--- src/rtl/dacb_pkg.sv ---
package dacb_pkg;
  typedef enum logic {
    PACK_LEFT  = 1'b0,
    PACK_RIGHT = 1'b1
  } pack_e;

  typedef struct packed {
    logic cs_hi_n;
    logic cs_lo_n;
    logic ld_n;
    logic fmt_n;
    logic ctrl;
  } ctl_t;

  localparam int CTL_W = $bits(ctl_t);
endpackage

--- src/rtl/dacb_sync_pipe.sv ---
module dacb_sync_pipe #(
  parameter int W = 1,
  parameter int DEPTH = 2,
  parameter logic [W-1:0] RST_VAL = '0
) (
  input  logic         clk,
  input  logic         rst_n,
  input  logic [W-1:0] d,
  output logic [W-1:0] q
);
  logic [W-1:0] stg [DEPTH];

  generate
    for (genvar i = 0; i < DEPTH; i++) begin : g_stage
      if (i == 0) begin : g_first
        always_ff @(posedge clk or negedge rst_n) begin
          if (!rst_n) stg[0] <= RST_VAL;
          else        stg[0] <= d;
        end
      end else begin : g_next
        always_ff @(posedge clk or negedge rst_n) begin
          if (!rst_n) stg[i] <= RST_VAL;
          else        stg[i] <= stg[i-1];
        end
      end
    end
  endgenerate

  assign q = stg[DEPTH-1];
endmodule

--- src/rtl/dacb_steer.sv ---
module dacb_steer
  import dacb_pkg::*;
#(
  parameter int DAC_W = 12,
  parameter int BUS_W = 8
) (
  input  logic             clk,
  input  logic             rst_n,
  input  logic             commit,
  input  ctl_t             ctl,
  input  logic [BUS_W-1:0] bus,
  output logic [DAC_W-1:0] in_q,
  output logic [DAC_W-1:0] dac_q
);
  localparam int LO_W = DAC_W - BUS_W;

  pack_e             pack;
  logic [DAC_W-1:0]  in_d;
  logic [DAC_W-1:0]  dac_d;
  logic              in_en;
  logic              dac_en;

  always_comb begin
    pack = (ctl.fmt_n && ctl.ctrl) ? PACK_RIGHT : PACK_LEFT;
    in_d = in_q;
    if (!ctl.cs_hi_n) begin
      if (pack == PACK_LEFT) in_d[DAC_W-1 -: BUS_W] = bus;
      else                   in_d[DAC_W-1 -: LO_W]  = bus[LO_W-1:0];
    end
    if (!ctl.cs_lo_n) begin
      if (pack == PACK_LEFT) in_d[LO_W-1:0]  = bus[BUS_W-1 -: LO_W];
      else                   in_d[BUS_W-1:0] = bus;
    end
    in_en  = commit && !(ctl.cs_hi_n && ctl.cs_lo_n);
    dac_en = commit && !ctl.ld_n;
    dac_d  = in_d;
  end

  always_ff @(posedge clk or negedge rst_n) begin
    if (!rst_n)     in_q <= '0;
    else if (in_en) in_q <= in_d;
  end

  always_ff @(posedge clk or negedge rst_n) begin
    if (!rst_n)      dac_q <= '0;
    else if (dac_en) dac_q <= dac_d;
  end

  p_hold_in_r6: assert property (@(posedge clk) disable iff (!rst_n)
    !commit |=> in_q == $past(in_q));

  p_hold_dac_r5: assert property (@(posedge clk) disable iff (!rst_n)
    (!commit || ctl.ld_n) |=> dac_q == $past(dac_q));

  p_merge_load_r4: assert property (@(posedge clk) disable iff (!rst_n)
    (commit && !ctl.ld_n) |=> dac_q == in_q);
endmodule

--- src/rtl/dacb_override.sv ---
module dacb_override #(
  parameter int DAC_W = 12
) (
  input  logic             ovr_n,
  input  logic             level,
  input  logic [DAC_W-1:0] dac_q,
  output logic [DAC_W-1:0] code
);
  always_comb begin
    if (!ovr_n) code = {DAC_W{level}};
    else        code = dac_q;
  end
endmodule

--- src/rtl/dacb_byte_dac.sv ---
module dacb_byte_dac
  import dacb_pkg::*;
#(
  parameter int DAC_W = 12,
  parameter int BUS_W = 8,
  parameter int SYNC_STAGES = 2
) (
  input  logic             clk,
  input  logic             rst_n,
  input  logic             wr_n,
  input  logic             cs_hi_n,
  input  logic             cs_lo_n,
  input  logic             ld_n,
  input  logic             fmt_n,
  input  logic             ctrl,
  input  logic [BUS_W-1:0] bus,
  output logic [DAC_W-1:0] dac_code,
  output logic [DAC_W-1:0] in_word,
  output logic [DAC_W-1:0] dac_word
);
  localparam int BUNDLE_W = CTL_W + BUS_W;
  localparam logic [BUNDLE_W-1:0] BUNDLE_RST = {{CTL_W{1'b1}}, {BUS_W{1'b0}}};

  ctl_t                ctl_in;
  ctl_t                ctl_s;
  logic [BUS_W-1:0]    bus_s;
  logic [BUNDLE_W-1:0] bundle_s;
  logic                wr_s;
  logic                wr_d;
  logic                commit;

  assign ctl_in = '{cs_hi_n: cs_hi_n, cs_lo_n: cs_lo_n, ld_n: ld_n,
                    fmt_n: fmt_n, ctrl: ctrl};

  dacb_sync_pipe #(.W(1), .DEPTH(SYNC_STAGES), .RST_VAL(1'b1)) u_wr_sync (
    .clk(clk), .rst_n(rst_n), .d(wr_n), .q(wr_s)
  );

  dacb_sync_pipe #(.W(BUNDLE_W), .DEPTH(SYNC_STAGES + 1), .RST_VAL(BUNDLE_RST))
    u_ctl_sync (
    .clk(clk), .rst_n(rst_n), .d({ctl_in, bus}), .q(bundle_s)
  );

  assign ctl_s = ctl_t'(bundle_s[BUNDLE_W-1 -: CTL_W]);
  assign bus_s = bundle_s[BUS_W-1:0];

  always_ff @(posedge clk or negedge rst_n) begin
    if (!rst_n) wr_d <= 1'b1;
    else        wr_d <= wr_s;
  end

  assign commit = wr_s && !wr_d;

  dacb_steer #(.DAC_W(DAC_W), .BUS_W(BUS_W)) u_steer (
    .clk(clk), .rst_n(rst_n), .commit(commit), .ctl(ctl_s), .bus(bus_s),
    .in_q(in_word), .dac_q(dac_word)
  );

  dacb_override #(.DAC_W(DAC_W)) u_ovr (
    .ovr_n(ctl_s.fmt_n), .level(ctl_s.ctrl), .dac_q(dac_word), .code(dac_code)
  );

  p_single_commit_r9: assert property (@(posedge clk) disable iff (!rst_n)
    commit |=> !commit);

  p_code_follows_r7: assert property (@(posedge clk) disable iff (!rst_n)
    (dac_code != dac_word) |-> !ctl_s.fmt_n);
endmodule

--- config.mk ---
export PLATFORM = sky130hd
export DESIGN_NAME = dacb_byte_dac
export DESIGN_NICKNAME = d
export VERILOG_FILES = /design/src/rtl/dacb_pkg.sv /design/src/rtl/dacb_sync_pipe.sv /design/src/rtl/dacb_steer.sv /design/src/rtl/dacb_override.sv /design/src/rtl/dacb_byte_dac.sv
export SDC_FILE = /design/constraint.sdc
export NUM_CORES = 1
export LEC_CHECK = 0
export BUFFER_PORTS_ARGS = -buffer_cell sky130_fd_sc_hd__buf_4
export CAP_MARGIN = 30
export CORE_ASPECT_RATIO = 0.75
export CORE_UTILIZATION = 48
export DETAILED_ROUTE_END_ITERATION = 8
export GPL_ROUTABILITY_DRIVEN = 0
export GPL_TIMING_DRIVEN = 0
export PLACE_DENSITY = 0.85
export REMOVE_ABC_BUFFERS = 1
export SLEW_MARGIN = 20
export SYNTH_ARGS = -nofsm -noshare
export SYNTH_HDL_FRONTEND = slang
export SYNTH_SLANG_ARGS = --single-unit
--- constraint.sdc ---
create_clock -name clk -period 1.4 [get_ports clk]
set_input_delay 0.14 -clock clk [delete_from_list [all_inputs] [get_ports clk]]
set_output_delay 0.14 -clock clk [all_outputs]
set_load 0.05 [all_outputs]
Yosys cells after proc, flatten, opt, wreduce, memory -nomap -nowiden
Cells that the tools add are included.
Storage, ports and cells
  input bits: 16
  register bits after elaboration: 66
  output and inout port bits: 36
  word-level logic and storage cells: 23
Cells by class
  multiplexer cells: 7
  reductions and logical operators: 8
Operator list (count)
  2-to-1 mux 8 bit: 2
  2-to-1 mux 12 bit: 1
  2-to-1 mux 4 bit: 3
  logical AND 1 bit: 5
  zero test 1 bit: 3
  2-to-1 mux 1 bit: 1

Depth between registers and ports, before layout
  depth in word-level cells: 6
  mapped depth: 5
  gate-level depth less buffers: 3

Modules after synthesis
From an unflattened synthesis, not the netlist that was laid out.
Unflattened totals
  cells, all modules: 182
  area, all modules: 2597.5 µm²
Modules (own cells, without submodules)
  dacb_steer: cells each 112, area an instance 1223.7 µm², sequential area each 600.6 µm², times used 1
  dacb_sync_pipe at u_ctl_sync: cells each 52, area an instance 1092.3 µm², sequential area each 994.7 µm², times used 1
  dacb_override: cells each 14, area an instance 188.9 µm², sequential area each 0.0 µm², times used 1
  dacb_sync_pipe at u_wr_sync: cells each 2, area an instance 52.6 µm², sequential area each 52.6 µm², times used 1
  dacb_byte_dac: cells each 2, area an instance 40.0 µm², sequential area each 26.3 µm², times used 1

Worst setup path after synthesis
OpenSTA, ideal clock, no wires.
  kind: register -> output
  start: register u_ctl_sync.stg (netlist bit u_ctl_sync.q[9])
  end: output dac_code[0]
  path slack: -0.137 ns
  arrival: 1.397 ns
  cell stages (with the launch flop): 5
  required time: 1.260 ns
  path buffers: 2
  cell sequence: dfstp_2 > buf_2 > nand2b_1 > clkbuf_1 > nand2_1
Between the ends
  longest elaborated chain between the ends: 1
Ends and longest elaborated chain
  start, declared: line dacb_sync_pipe.sv:11  | logic [W-1:0] stg [DEPTH];
  start signal, assigned by index: line dacb_sync_pipe.sv:23  | else stg[i] <= stg[i-1];
  2-to-1 mux 12 bit: line dacb_override.sv:10  | if (!ovr_n) code = {DAC_W{level}};
  end, declared: line dacb_byte_dac.sv:17  | output logic [DAC_W-1:0] dac_code,
No other way between the ends.

Final worst setup path
  start: register u_ctl_sync.stg (netlist bit u_ctl_sync.q[9])
  end: register u_steer.in_q[4]
Between the ends
  longest elaborated chain between the ends: 6
Ends and longest elaborated chain
  logical AND 1 bit (*): line dacb_steer.sv:24  | pack = (ctl.fmt_n && ctl.ctrl) ? PACK_RIGHT : PACK_LEFT;
  2-to-1 mux 1 bit (*): line dacb_steer.sv:24
  2-to-1 mux 4 bit: line dacb_steer.sv:27  | if (pack == PACK_LEFT) in_d[DAC_W-1 -: BUS_W] = bus;
  2-to-1 mux 8 bit: line dacb_steer.sv:26  | if (!ctl.cs_hi_n) begin
  2-to-1 mux 4 bit: line dacb_steer.sv:31  | if (pack == PACK_LEFT) in_d[LO_W-1:0] = bus[BUS_W-1 -: LO_W];
  2-to-1 mux 8 bit (*): line dacb_steer.sv:30  | if (!ctl.cs_lo_n) begin
  end signal, assigned: line dacb_steer.sv:41  | else if (in_en) in_q <= in_d;
  end, declared: line dacb_steer.sv:12  | output logic [DAC_W-1:0] in_q,
Mark *: on every way between the ends. The rest lies on a longest branch, timed or not.
A chain may end at the register's enable or synchronous reset.

==> flow_summary_export.csv <==
group,metric,value,unit
sta,setup_viol,36,
clock_network,cts_tree,"done",
logic_synthesis,yosysWarningCount,0,
pwr,irDropWorstVdd,0.948,mV
detailed_routing,via_count,1661,
finish,diodes,0,
sta,rsz0062_at_grt,"yes",
sta,finalWorstSetupSlack,-217,ps
clock_network,clk_pin_slew,70,ps
setup_path,critPathCaptureType,"flop",
detailed_routing,remaining_drc_errors,12,
finish,final_common_cell,"dfrtp_1",
logic_synthesis,avgSynthCellArea,12.7,um^2
detailed_routing,postRouteAntennaNets,0,
clock_network,clk_latency,340,ps
logic_synthesis,synth-seq-cells,66,
sta,finalHoldViolations,0,
die,start_util,49.9,%
run_status,status,"complete, but fails checks",
place,place_ws,-279,ps
die,num_rows,22,
sta,relSlewSlack,47.3,%
clock_network,h-tree-depth,3,
die,num_io_pins,52,
detailed_routing,drtIter0Drc,99,
grt,grt_overflow,0,
grt,grt_pass1_vias,1756,
pwr,cellPowerDensity,1700,nW/um^2
grt,antenna_found_initial,0,
setup_path,cp.arrival,1860,ps
finish,drive_gt1_share,44.8,%
finish,final_cell_mix,"dfrtp_1, buf_4, nand2_1",
detailed_routing,wirelength,4.94,mm
grt,grt_pass1_wl,8.36,mm
detailed_routing,viasPerCell,5.03,
clock_network,cts_inserted_buffers,9,
sta,tightestPinTransition,790,ps
sta,slew_viol_final,0,
setup_path,cp_max_fo,16,
run_status,violations,"DRC, setup timing",
die,die-area,5360,um^2
finish,syn_to_final_growth,41.8,%
logic_synthesis,ys_types,22,
die,core,4870,um^2
logic_synthesis,syn_inst,192,
grt,grtUsageTotal,21.5,%
sta,max_freq,618,MHz
setup_path,critical_path_class,"flop to flop",
finish,nets,281,
clock_network,cts.sinks,66,
logic_synthesis,seq_area_frac_synth,68.9,%
clock_network,cts_buffer_depth,2,
setup_path,required,1640,ps
die,die_w,84.2,um
detailed_routing,route.detailed.wl_per_inst,15.0,um
clock_network,cts-root-buf,"clkbuf_8",
pwr,leakage,0.00162,uW
setup_path,cp-start-kind,"flop",
sta,fin_crit_sh,116,%
finish,stdcell_count,330,
logic_synthesis,synth_area,2430,um^2
sta,fin_skew,4.26,ps
place,placed_cells,292,
grt,grt_max_degree,67,
sta,finalCriticalPeriod,1620,ps
die,dieHeight,63.6,um
job,maxCapViolations,0,
detailed_routing,drtPass1Iterations,6,
place,hpwl,2.72,mm
place,portBuffers,51,
worst_hold_path,hp-class,"flop to flop",
==> area by class of cell <==
class	instances	area [um^2]
Inverter	4	15.0
Multi-Input combinational cell	114	813
Sequential cell	66	1680
Clock inverter	3	68.8
Fill cell	332	1430
Tap cell	60	75.1
Clock buffer	13	169
Timing Repair Buffer	70	628
==> state kept, by name, indices dropped and copies added, names as in the netlist <==
register / count
u_wr_sync.q: 1
u_ctl_sync.q: 13
wr_d: 1
u_steer.in_q: 12
u_ctl_sync.stg: 26
u_wr_sync.stg: 1
u_steer.dac_q: 12
==> Yosys cell counts <==
library cell	n	share of area, %
dfrtp_1	48	49
nand2_1	37	5.7
dfstp_2	18	19
a21oi_1	12	2.5
mux2i_1	12	4.9
a211oi_1	8	2.5
buf_2	8	1.6
nor2_1	8	1.2
nor2b_1	8	2.1
and3_1	4	1.0
inv_1	4	0.62
mux2_2	4	1.9
o21ai_0	4	0.82
o31ai_1	4	1.2
o31ai_2	4	2.1
clkbuf_1	2	0.31
nor3b_2	2	1.0
buf_6	1	0.46
nand2_2	1	0.26
nand2b_1	1	0.26
nand3b_1	1	0.31
or3b_1	1	0.36
==> stage by stage <==
step                power, uW  util (%)  setup TNS [ps]  hold slack, ps  instance area, um^2
floorplan                3400         -           -1950            -156                 2370
global placement         3870      58.1           -6390             248                 2830
detailed placement       3910      58.1           -7010             249                 2830
CTS                      5880      70.2           -3740             347                 3420
global route             6120      70.7           -6810             359                 3450
finish                   5860      70.7           -4640             345                 3450
==> worst max-delay path, stage by stage, from the launching register on <==
cell,delay [ps]
dfstp_4,690
buf_4,140
nand2_4,170
mux2_2,350
mux2i_1,180
==> kinds of logic (layout without fill, tap and decap cells) <==
family | Yosys count | after routing | synth area share (%)
simple gates | 63 | 66 | 12.2
compound gates | 32 | 32 | 9.06
mux | 16 | 16 | 6.79
buf+inv | 15 | 90 | 3.04
flops | 66 | 66 | 68.9
==> metal layers <==
layer	GRT usage, %	vias up	share of wire (%)
li1	-	792	-
met1	25.5	804	42
met2	34.7	53	49
met3	8.52	12	6.1
met4	9.48	0	2.3
met5	0	-	0
==> worst paths after layout <==
| path | start | end | slack (ps) | cells after the start |
|---|---|---|---|---|
| max reg2reg | u_ctl_sync.q[9] | u_steer.in_q[4] | -220 | 4 |
| max | u_ctl_sync.q[9] | u_steer.in_q[4] | -220 | 4 |
| min reg2reg | u_ctl_sync.stg[26] | u_ctl_sync.stg[13] | 340 | 0 |
| max in group asynchronous | rst_n | u_steer.dac_q[10] | 440 | 2 |
| min | u_ctl_sync.stg[26] | u_ctl_sync.stg[13] | 340 | 0 |
| min in group asynchronous | rst_n | u_ctl_sync.stg[28] | 440 | 2 |
==> power breakdown <==
part / internal (uW) / switching [uW]
Sequential: 2150 / 208
Combinational: 561 / 1100
Clock: 1160 / 674
Total: 3870 / 1980
==> repair_timing <==
action                                  in CTS  in global routing
hold buffers                                15                  0
cloned                                       3                  0
gates resized for setup                     36                  6
endpoints found under the setup margin      36                 36
pin swaps                                    4                  1
endpoints found under the hold margin       62                  0
buffers inserted                             4                  0
Note: power is estimated with default switching activity, not from simulation.
